--- src/rtl/hvr_pkg.sv ---
// Shared types and code values for the high-voltage request decoder.
// Assumes a 200 mV target step and a divider ratio of 5, so reference
// codes in 40 mV units have the same value as target codes.
package hvr_pkg;
    localparam int STEP_MV  = 200;
    localparam int CODE_5V  = 5000 / STEP_MV;
    localparam int CODE_9V  = 9000 / STEP_MV;
    localparam int CODE_12V = 12000 / STEP_MV;
    localparam int CODE_MIN = 3600 / STEP_MV;
    localparam int CODE_MAX = CODE_12V;

    typedef enum logic [1:0] {
        LV_GND  = 2'd0,
        LV_LOW  = 2'd1,
        LV_HIGH = 2'd2,
        LV_BAD  = 2'd3
    } line_lvl_e;

    typedef enum logic [2:0] {
        RQ_5V, RQ_9V, RQ_12V, RQ_STEP, RQ_KEEP
    } req_e;

    typedef enum logic [1:0] {
        MD_5V, MD_9V, MD_12V, MD_STEP
    } mode_e;
endpackage

--- src/rtl/hvr_line_decode.sv ---
// Combinational decode of the classified D+/D- levels into a request.
// Assumes the levels are already synchronised to clk.
module hvr_line_decode
    import hvr_pkg::*;
(
    input  logic [1:0] dp_lvl,
    input  logic [1:0] dn_lvl,
    output req_e       req
);
    // map the level pair onto a request; every other pair keeps state
    always_comb begin
        req = RQ_KEEP;
        if (dp_lvl == LV_LOW  && dn_lvl == LV_GND)  req = RQ_5V;
        if (dp_lvl == LV_HIGH && dn_lvl == LV_LOW)  req = RQ_9V;
        if (dp_lvl == LV_LOW  && dn_lvl == LV_LOW)  req = RQ_12V;
        if (dp_lvl == LV_LOW  && dn_lvl == LV_HIGH) req = RQ_STEP;
    end
endmodule

--- src/rtl/hvr_pulse_qual.sv ---
// Measures how long a condition stays high. When the condition ends after
// lasting at least MIN_CYC cycles, it issues a one-cycle strobe.
// Assumes the condition input is synchronous to clk.
module hvr_pulse_qual #(
    parameter int MIN_CYC = 7500
) (
    input  logic clk,
    input  logic rst_n,
    input  logic clr,
    input  logic cond,
    output logic strobe
);
    localparam int RUN_W = $clog2(MIN_CYC + 1);
    localparam logic [RUN_W-1:0] RUN_SAT = RUN_W'(MIN_CYC);

    logic [RUN_W-1:0] run_q;
    logic             cond_q;

    // count the length of the high run and flag a qualified falling edge
    always_ff @(posedge clk) begin
        if (!rst_n || clr) begin
            run_q  <= '0;
            cond_q <= 1'b0;
            strobe <= 1'b0;
        end else begin
            cond_q <= cond;
            strobe <= cond_q && !cond && (run_q == RUN_SAT);
            if (!cond)
                run_q <= '0;
            else if (run_q != RUN_SAT)
                run_q <= run_q + 1'b1;
        end
    end
endmodule

--- src/rtl/hvr_ref_ramp.sv ---
// Reference follower. It jumps up to the target on the next cycle and
// steps down one code every STEP_CYC cycles while above the target.
// Assumes the target moves slowly compared with the clock.
module hvr_ref_ramp #(
    parameter int CODE_W     = 7,
    parameter int STEP_CYC   = 57000,
    parameter int RESET_CODE = 25
) (
    input  logic              clk,
    input  logic              rst_n,
    input  logic [CODE_W-1:0] target,
    output logic [CODE_W-1:0] ref_out
);
    localparam int DIV_W = $clog2(STEP_CYC + 1);
    localparam logic [DIV_W-1:0] DIV_END = DIV_W'(STEP_CYC - 1);

    logic [DIV_W-1:0] div_q;

    // rise at once, fall one code per STEP_CYC cycles
    always_ff @(posedge clk) begin
        if (!rst_n) begin
            ref_out <= CODE_W'(RESET_CODE);
            div_q   <= '0;
        end else if (target >= ref_out) begin
            ref_out <= target;
            div_q   <= '0;
        end else if (div_q == DIV_END) begin
            ref_out <= ref_out - 1'b1;
            div_q   <= '0;
        end else begin
            div_q   <= div_q + 1'b1;
        end
    end
endmodule

--- src/rtl/hv_request_decoder.sv ---
// Top of the high-voltage request decoder. It debounces line-level
// requests, holds the mode state, applies continuous steps within the
// limits and drives the softly ramped reference code.
// Assumes dp_lvl/dn_lvl are synchronised and hv_active gates operation.
module hv_request_decoder
    import hvr_pkg::*;
#(
    parameter int MODE_DB_CYC   = 2_000_000,
    parameter int BLANK_CYC     = 3_000_000,
    parameter int PULSE_DB_CYC  = 7_500,
    parameter int RAMP_STEP_CYC = 57_000,
    parameter int CODE_W        = 7
) (
    input  logic              clk,
    input  logic              rst_n,
    input  logic              hv_active,
    input  logic [1:0]        dp_lvl,
    input  logic [1:0]        dn_lvl,
    output logic [CODE_W-1:0] target_code,
    output logic [CODE_W-1:0] ref_code,
    output logic              cont_mode
);
    localparam int MDB_W = $clog2(MODE_DB_CYC + 1);
    localparam int BLK_W = $clog2(BLANK_CYC + 1);
    localparam logic [MDB_W-1:0]  MDB_SAT = MDB_W'(MODE_DB_CYC);
    localparam logic [BLK_W-1:0]  BLK_LEN = BLK_W'(BLANK_CYC);
    localparam logic [CODE_W-1:0] C_5V  = CODE_W'(CODE_5V);
    localparam logic [CODE_W-1:0] C_9V  = CODE_W'(CODE_9V);
    localparam logic [CODE_W-1:0] C_12V = CODE_W'(CODE_12V);
    localparam logic [CODE_W-1:0] C_MIN = CODE_W'(CODE_MIN);
    localparam logic [CODE_W-1:0] C_MAX = CODE_W'(CODE_MAX);

    req_e             req;
    req_e             cand_q;
    logic [MDB_W-1:0] stab_q;
    logic [BLK_W-1:0] blank_q;
    mode_e            mode_q;
    mode_e            want_mode;
    logic             settled, accept;
    logic [1:0]       step_cond, step_stb;

    hvr_line_decode dec_i (.dp_lvl(dp_lvl), .dn_lvl(dn_lvl), .req(req));

    // index 0 qualifies D+ high pulses (up), index 1 D- low pulses (down)
    assign step_cond[0] = (dp_lvl == LV_HIGH);
    assign step_cond[1] = (dn_lvl == LV_LOW);

    for (genvar g = 0; g < 2; g++) begin : g_pulse
        hvr_pulse_qual #(.MIN_CYC(PULSE_DB_CYC)) qual_i (
            .clk(clk), .rst_n(rst_n), .clr(!hv_active),
            .cond(step_cond[g]), .strobe(step_stb[g])
        );
    end

    // mode that the settled candidate asks for
    always_comb begin
        unique case (cand_q)
            RQ_9V:   want_mode = MD_9V;
            RQ_12V:  want_mode = MD_12V;
            RQ_STEP: want_mode = MD_STEP;
            default: want_mode = MD_5V;
        endcase
    end

    assign settled = (req == cand_q) && (stab_q == MDB_SAT);
    assign accept  = settled && (blank_q == '0) && (cand_q != RQ_KEEP) &&
                     (want_mode != mode_q) &&
                     ((mode_q != MD_STEP) || (cand_q == RQ_5V));

    // request debounce, blanking, mode state and target updates
    always_ff @(posedge clk) begin
        if (!rst_n || !hv_active) begin
            cand_q      <= RQ_KEEP;
            stab_q      <= '0;
            blank_q     <= '0;
            mode_q      <= MD_5V;
            target_code <= C_5V;
        end else begin
            if (req != cand_q) begin
                cand_q <= req;
                stab_q <= '0;
            end else if (stab_q != MDB_SAT) begin
                stab_q <= stab_q + 1'b1;
            end

            if (accept) begin
                mode_q  <= want_mode;
                blank_q <= BLK_LEN;
                unique case (want_mode)
                    MD_9V:   target_code <= C_9V;
                    MD_12V:  target_code <= C_12V;
                    MD_STEP: target_code <= target_code;
                    default: target_code <= C_5V;
                endcase
            end else begin
                if (blank_q != '0)
                    blank_q <= blank_q - 1'b1;
                if (mode_q == MD_STEP && blank_q == '0) begin
                    if (step_stb[0] && !step_stb[1] && target_code < C_MAX)
                        target_code <= target_code + 1'b1;
                    else if (step_stb[1] && !step_stb[0] && target_code > C_MIN)
                        target_code <= target_code - 1'b1;
                end
            end
        end
    end

    assign cont_mode = (mode_q == MD_STEP);

    hvr_ref_ramp #(
        .CODE_W(CODE_W), .STEP_CYC(RAMP_STEP_CYC), .RESET_CODE(CODE_5V)
    ) ramp_i (
        .clk(clk), .rst_n(rst_n), .target(target_code), .ref_out(ref_code)
    );
endmodule

--- config.mk ---
export PLATFORM = sky130hd
export DESIGN_NAME = hv_request_decoder
export DESIGN_NICKNAME = d
export VERILOG_FILES = /design/src/rtl/hvr_pkg.sv /design/src/rtl/hvr_line_decode.sv /design/src/rtl/hvr_pulse_qual.sv /design/src/rtl/hvr_ref_ramp.sv /design/src/rtl/hv_request_decoder.sv
export SDC_FILE = /design/constraint.sdc
export NUM_CORES = 1
export LEC_CHECK = 0
export BUFFER_PORTS_ARGS = -buffer_cell sky130_fd_sc_hd__buf_2
export CAP_MARGIN = 20
export CORE_ASPECT_RATIO = 2
export CORE_MARGIN = 4
export CORE_UTILIZATION = 45
export DETAILED_ROUTE_END_ITERATION = 6
export PLACE_DENSITY = 0.62
export SLEW_MARGIN = 20
export SYNTH_ARGS = -nofsm -noshare
export SYNTH_HDL_FRONTEND = slang
export SYNTH_SLANG_ARGS = --single-unit
--- constraint.sdc ---
create_clock -name clk -period 2.8 [get_ports clk]
set_input_delay 0.28 -clock clk [delete_from_list [all_inputs] [get_ports clk]]
set_output_delay 0.28 -clock clk [all_outputs]
set_load 0.02 [all_outputs]
== Word-level counts from Yosys, hierarchy flattened ==
Cells that the tools add are included.

* ROM bits: 0
* Logic and storage cells: 106
* Bits in latches: 0
* Output and inout bits: 15
* Memories kept: 0
* Register bits after elaboration: 108
* Memory bits (writable): 0

* Shift operators: 0
* $mul: 0
* Bitwise operators: 3
* Reduce and logical (&&, ||, !) cells: 40
* Divide/modulo/power cells: 0
* Equal/unequal tests: 24
* Order comparisons: 3
* Multiplexer cells: 14
* Add/subtract/negate cells: 8

{| class="wikitable"
|+ Operator list
! cell !! count
|-
| $mux 22 || 2
|-
| $mux 7 || 6
|-
| $add 13x1->13 const B || 2
|-
| $eq 13x13->1 const B || 2
|-
| $ne 13x13->1 const B || 2
|-
| $logic_not 22->1 || 1
|-
| $reduce_bool 22->1 || 1
|-
| $sub 22x1->22 const B || 1
|-
| $add 21x1->21 const B || 1
|-
| $eq 21x21->1 const B || 1
|-
| $ne 21x21->1 const B || 1
|-
| $pmux 7 s3 || 1
|-
| $logic_and 1x1->1 || 18
|-
| $add 16x1->16 const B || 1
|-
| $eq 16x16->1 const B || 1
|-
| $sub 7x1->7 const B || 2
|-
| $mux 3 || 4
|-
| $eq 2x2->1 const B || 5
|-
| $reduce_or 2->1 || 4
|-
| $add 7x1->7 const B || 1
|-
| $ge 7x7->1 || 1
|-
| $gt 7x5->1 const B || 1
|-
| $lt 7x6->1 const B || 1
|-
| $eq 2x1->1 const B || 3
|-
| other kinds (17) || 29
|}

== Logic depth before layout (Yosys ltp) ==
* Word-level depth: 14
* Mapped depth: 11

== Cells and area by module ==
A second synthesis with hierarchy kept.

* Cells, all modules: 667
* Area, all modules: 5856.9 um^2

{| class="wikitable"
|+ By module, submodules not included
! module !! area each (um^2) !! times used !! cells an instance
|-
| hv_request_decoder || 3027.9 || 1 || 356
|-
| hvr_pulse_qual || 735.7 || 2 || 80
|-
| hvr_ref_ramp || 1303.8 || 1 || 143
|-
| hvr_line_decode || 53.8 || 1 || 8
|}

== Least setup slack after synthesis ==
No wires, ideal clock.

* Path type: flip-flop to flip-flop
* Start: reg target_code[5]
* End: reg target_code[6]
* Arrival time: 2.896 ns
* Setup slack: -0.212 ns
* Stages on the path, launching flop included: 12
* Cells stage by stage: dfxtp_1 -> and4_1 -> nor4_1 -> inv_1 -> ha_1 -> nor2b_1 -> o31a_1 -> o21ai_0 -> nor2b_1 -> nand4_1 -> and3_1 -> a22o_1

* Word-level cells in the longest chain between the ends: 5
* Elaborated cells between the ends (all ways): 12
* Those cells by class: add/sub: 2; order compare: 2; mux: 4; reduce/logical: 4

{| class="wikitable"
|+ Ends and longest elaborated chain
! item !! line !! text
|-
| from (decl) || hv_request_decoder.sv:19 || <nowiki>output logic [CODE_W-1:0] target_code,</nowiki>
|-
| from (signal assigned) || hv_request_decoder.sv:92 || <nowiki>MD_STEP: target_code <= target_code;</nowiki>
|-
| from (signal assigned) || hv_request_decoder.sv:100 || <nowiki>target_code <= target_code + 1'b1;</nowiki>
|-
| from (signal assigned) || hv_request_decoder.sv:102 || <nowiki>target_code <= target_code - 1'b1;</nowiki>
|-
| $sub 7x1->7 or $lt 7x6->1 (tied branches) || hv_request_decoder.sv:102, hv_request_decoder.sv:99 ||
|-
| $mux 7 or $logic_and 1x1->1 (tied branches) || hv_request_decoder.sv:101, hv_request_decoder.sv:99 ||
|-
| $mux 7 || hv_request_decoder.sv:99 || <nowiki>if (step_stb[0] && !step_stb[1] && target_code < C_MAX)</nowiki>
|-
| $mux 7 || hv_request_decoder.sv:98 || <nowiki>if (mode_q == MD_STEP && blank_q == '0) begin</nowiki>
|-
| $mux 7 || hv_request_decoder.sv:86 || <nowiki>if (accept) begin</nowiki>
|}

Several ways; a longest one is shown, not always the timed one. The select of a mux whose other input is x is not followed.
A chain may end at the register's enable or synchronous reset.

== Worst setup path after layout ==
* Start: reg blank_q[8]
* End: reg target_code[0]

* Word-level cells in the longest chain between the ends: 7
* Elaborated cells between the ends (all ways): 11
* Those cells by class: eq/ne: 1; mux: 1; reduce/logical: 9

{| class="wikitable"
|+ Ends and longest elaborated chain
! item !! line !! text
|-
| from (decl) || hv_request_decoder.sv:36 || <nowiki>logic [BLK_W-1:0] blank_q;</nowiki>
|-
| from (signal assigned) || hv_request_decoder.sv:97 || <nowiki>blank_q <= blank_q - 1'b1;</nowiki>
|-
| $logic_not 22->1 * || hv_request_decoder.sv:66, hv_request_decoder.sv:98 ||
|-
| $logic_and 1x1->1 (3 in a row) || hv_request_decoder.sv:66 || <nowiki>assign accept = settled && (blank_q == '0) && (cand_q != RQ_KEEP) &&</nowiki>
|-
| $logic_and 1x1->1 || hv_request_decoder.sv:67 || <nowiki>(want_mode != mode_q) &&</nowiki>
|-
| $ne 2x2->1 (no source line), or another cell as far along || - ||
|-
| $reduce_and 3->1 (no source line) || - ||
|}

Every way passes the cells marked *; elsewhere a longest branch is shown, timed or not.

==> impl_metrics.tcl <==
set metrics [dict create \
    status "finished, final reports clean" \
    min_from "rst_n" \
    power_frac_comb_pct 38.4 \
    antenna_found_initial 0 \
    ys_ff_latch 108 \
    wl_um 11500 \
    antenna_cells 0 \
    r2r_start "blank_q[8]$_SDFFE_PP0P_" \
    overflow 0 \
    ctsHtreeMaxLevel 3 \
    syn_to_final_growth_pct 13.6 \
    numPortBuffers 21 \
    die_area_um2 14000 \
    synth_warnings 0 \
    drt_iter0_drc 161 \
    period_needed_ns 2.63 \
    cts_buffer_depth 2 \
    cts_sinks 108 \
    syn_area_per_cell_um2 8.52 \
    routabilityCongestion 0.784 \
    power_leakage_nw 2.31 \
    drive_gt1_share_pct 11.0 \
    r2r_slack_ns 0.17 \
    arrival_ns 2.90 \
    clkLatencyLatePin_ns 0.34 \
    cp.required_ns 3.07 \
    synth_nets 670 \
    drc 0 \
    synthFlopType "dfxtp_1" \
    crit_path_end "target_code[0]$_SDFFE_PP1P_" \
    max_freq_mhz 380 \
    async_flop_share_pct 0 \
    hold_class "in -> reg" \
    coreArea_um2 11800 \
    peakVddDrop_mv 0.495 \
    antenna_left 0 \
    wl_per_cell_um 13.9 \
    synth_edf_count 0 \
    row_count 56 \
    clkTransAtPathRegs_ns 0.07 \
    reg2reg_to "target_code[0]$_SDFFE_PP1P_" \
    max_slew_margin_pct 55.3 \
    hold_path_depth 2 \
    vias 4452 \
    final_max_slew_viol_count 0 \
    endpoint_kind "register" \
    fin_skew_ns 0.00854 \
    cts_tree "yes" \
    fp.dieW_um 85.6 \
    seqPwrFrac_pct 36.1 \
    place_hpwl_um 8830 \
    rsz0062_at_grt "no" \
    first_pass_iters 6 \
    setup_violations 0 \
    cp_max_fo 6 \
    grt_max_degree 22 \
    tns_ns 0 \
    routed_via_density 5.39 \
    grt_usage_pct 17.1 \
    cts_buffers 9 \
    power.total_mw 5.06 \
    power_density_nw_per_um2 821 \
    max_slew.worst_pin.slew_ns 0.668 \
    grt_pass1_wl_um 19500 \
    hold_viol 0 \
    fin_crit_sh_pct 94.0 \
    p_sw_share_pct 34.4 \
    fin_nets 709 \
    start_util_pct 46.1 \
    startpoint_type "register" \
    reg2regPathDepth 6 \
    ios 22 \
    cp-startpoint "blank_q[8]$_SDFFE_PP0P_" \
    switchingPower_mw 1.74 \
    drv_cap 0 \
    pwr-share-clk_pct 25.4 \
    p_int_mw 3.32 \
    crit_type "reg -> reg" \
    syn_inst 637 \
    ys_seq_area_share_pct 39.9 \
    first_global_vias 4410 \
    root_buffer "clkbuf_16" \
    netlist_area_um2 5430 \
    fp.dieH_um 163 \
    netlist-cell-type-count 55 \
]
==> layout make-up <==
class / count / area, um^2
timing repair buffer: 45 / 285
sequential: 108 / 2160
multi-input combinational: 482 / 3120
tap: 145 / 181
fill: 1115 / 5610
inverter: 30 / 113
clock inverter: 3 / 45.0
clock buffer: 13 / 260
==> flip-flops by register name, indices dropped and copies added, names as in the netlist, 3 cells and up <==
name	flops
cand_q	3
ramp_i.ref_out	7
ramp_i.div_q	16
stab_q	21
g_pulse.qual_i.run_q	26
target_code	7
blank_q	22
==> power groups by stage <==
stage	clock network (mW)	registers (mW)	logic, mW
after floorplan	0	1.85	1.42
after global placement	0	1.86	1.86
after detailed placement	0	1.86	1.90
after CTS	1.33	1.83	1.92
after global routing	1.39	1.85	2.20
final	1.29	1.83	1.94
==> logic make-up after synthesis <==
group                    Yosys count  share of synthesized area (%)
AO/OA/AOI/OAI                     72                           8.90
XOR/XNOR                          77                           12.4
adder cells (fa/ha/maj)           26                           6.13
buffers and inverters             47                           3.30
flip-flops                       108                           39.9
multiplexers                      11                           2.05
AND/OR/NAND/NOR                  296                           27.3
==> Yosys cell counts, drive strengths merged (11+ instances only) <==
master | n | share of area [%]
clkbuf | 15 | 1.0
or3 | 11 | 1.4
and3 | 12 | 1.4
nand4 | 15 | 1.7
xnor2 | 40 | 6.5
o21ai | 13 | 1.2
nor3 | 18 | 1.7
xor2 | 37 | 6.0
ha | 25 | 5.8
nand3 | 32 | 3.0
a21oi | 23 | 2.1
dfxtp | 108 | 40
nand2 | 42 | 2.9
inv | 30 | 2.1
nor2b | 13 | 1.5
nor2 | 108 | 7.5
==> cells in the final DEF (no fill, tap or decap), types with 8 or more instances in the layout <==
cell type	Yosys	routed
nor4_1	9	8
buf_4	0	24
nor3_1	18	18
a21oi_1	23	23
and3_1	12	12
nor2b_1	13	12
xnor2_1	40	40
buf_2	2	21
mux2i_1	10	10
xor2_1	37	37
nor2_1	107	106
ha_1	25	25
nand4_1	15	15
nand2_1	42	42
or3_1	10	9
o21ai_0	12	11
clkbuf_16	0	9
nand2b_1	8	8
nand3_1	32	31
inv_1	30	30
dfxtp_1	108	108
==> routing by layer <==
| layer | part of all wire, % | up-vias | track usage (%) |
|---|---|---|---|
| met2 | 56 | 41 | 33.0 |
| met1 | 40 | 2130 | 17.7 |
| met4 | 1.7 | 0 | 6.99 |
| met3 | 1.8 | 11 | 2.62 |
| li1 | - | 2270 | - |
| met5 | 0 | - | 0 |
==> critical path: stages, from the launching register on <==
cell and delay, ns:
dfxtp_1 0.31, or4_4 0.55, or4_1 0.52, or3_4 0.43, or3_4 0.39, o211a_1 0.22, a41oi_2 0.14
==> worst min-delay path by stage <==
stage / endpoint
6_report: ramp_i.ref_out[0]$_SDFFE_PN1P_
5_1_grt: ramp_i.ref_out[3]$_SDFFE_PN1P_
4_1_cts: ramp_i.ref_out[0]$_SDFFE_PN1P_
3_5_place_dp: g_pulse[0].qual_i.strobe$_SDFF_PP0_
3_3_place_gp: g_pulse[0].qual_i.strobe$_SDFF_PP0_
2_1_floorplan: g_pulse[0].qual_i.strobe$_SDFF_PP0_
==> stage by stage <==
stage / worst slack (ns) / hold slack, ns / std cells / instance area [um^2] / utilization [%]
final: 0.169 / 0.233 / 826 / 6160 / 52.4
after global routing: 0.0370 / 0.225 / 826 / 6160 / 52.4
after CTS: 0.0509 / 0.221 / 825 / 6130 / 52.1
after detailed placement: 0.0688 / 0.443 / 809 / 5820 / 49.5
after global placement: 0.107 / 0.423 / 809 / 5820 / 49.5
after floorplan: 0.00197 / 0.408 / 637 / 5430 / -
==> what timing repair did <==
item / 4_1_cts / 5_1_grt
setup buffers: 0 / 1
resized for setup: 0 / 7
hold buffers: 0 / 0
setup endpoints to repair: 0 / 29
Note: power is estimated with default switching activity, not from simulation.
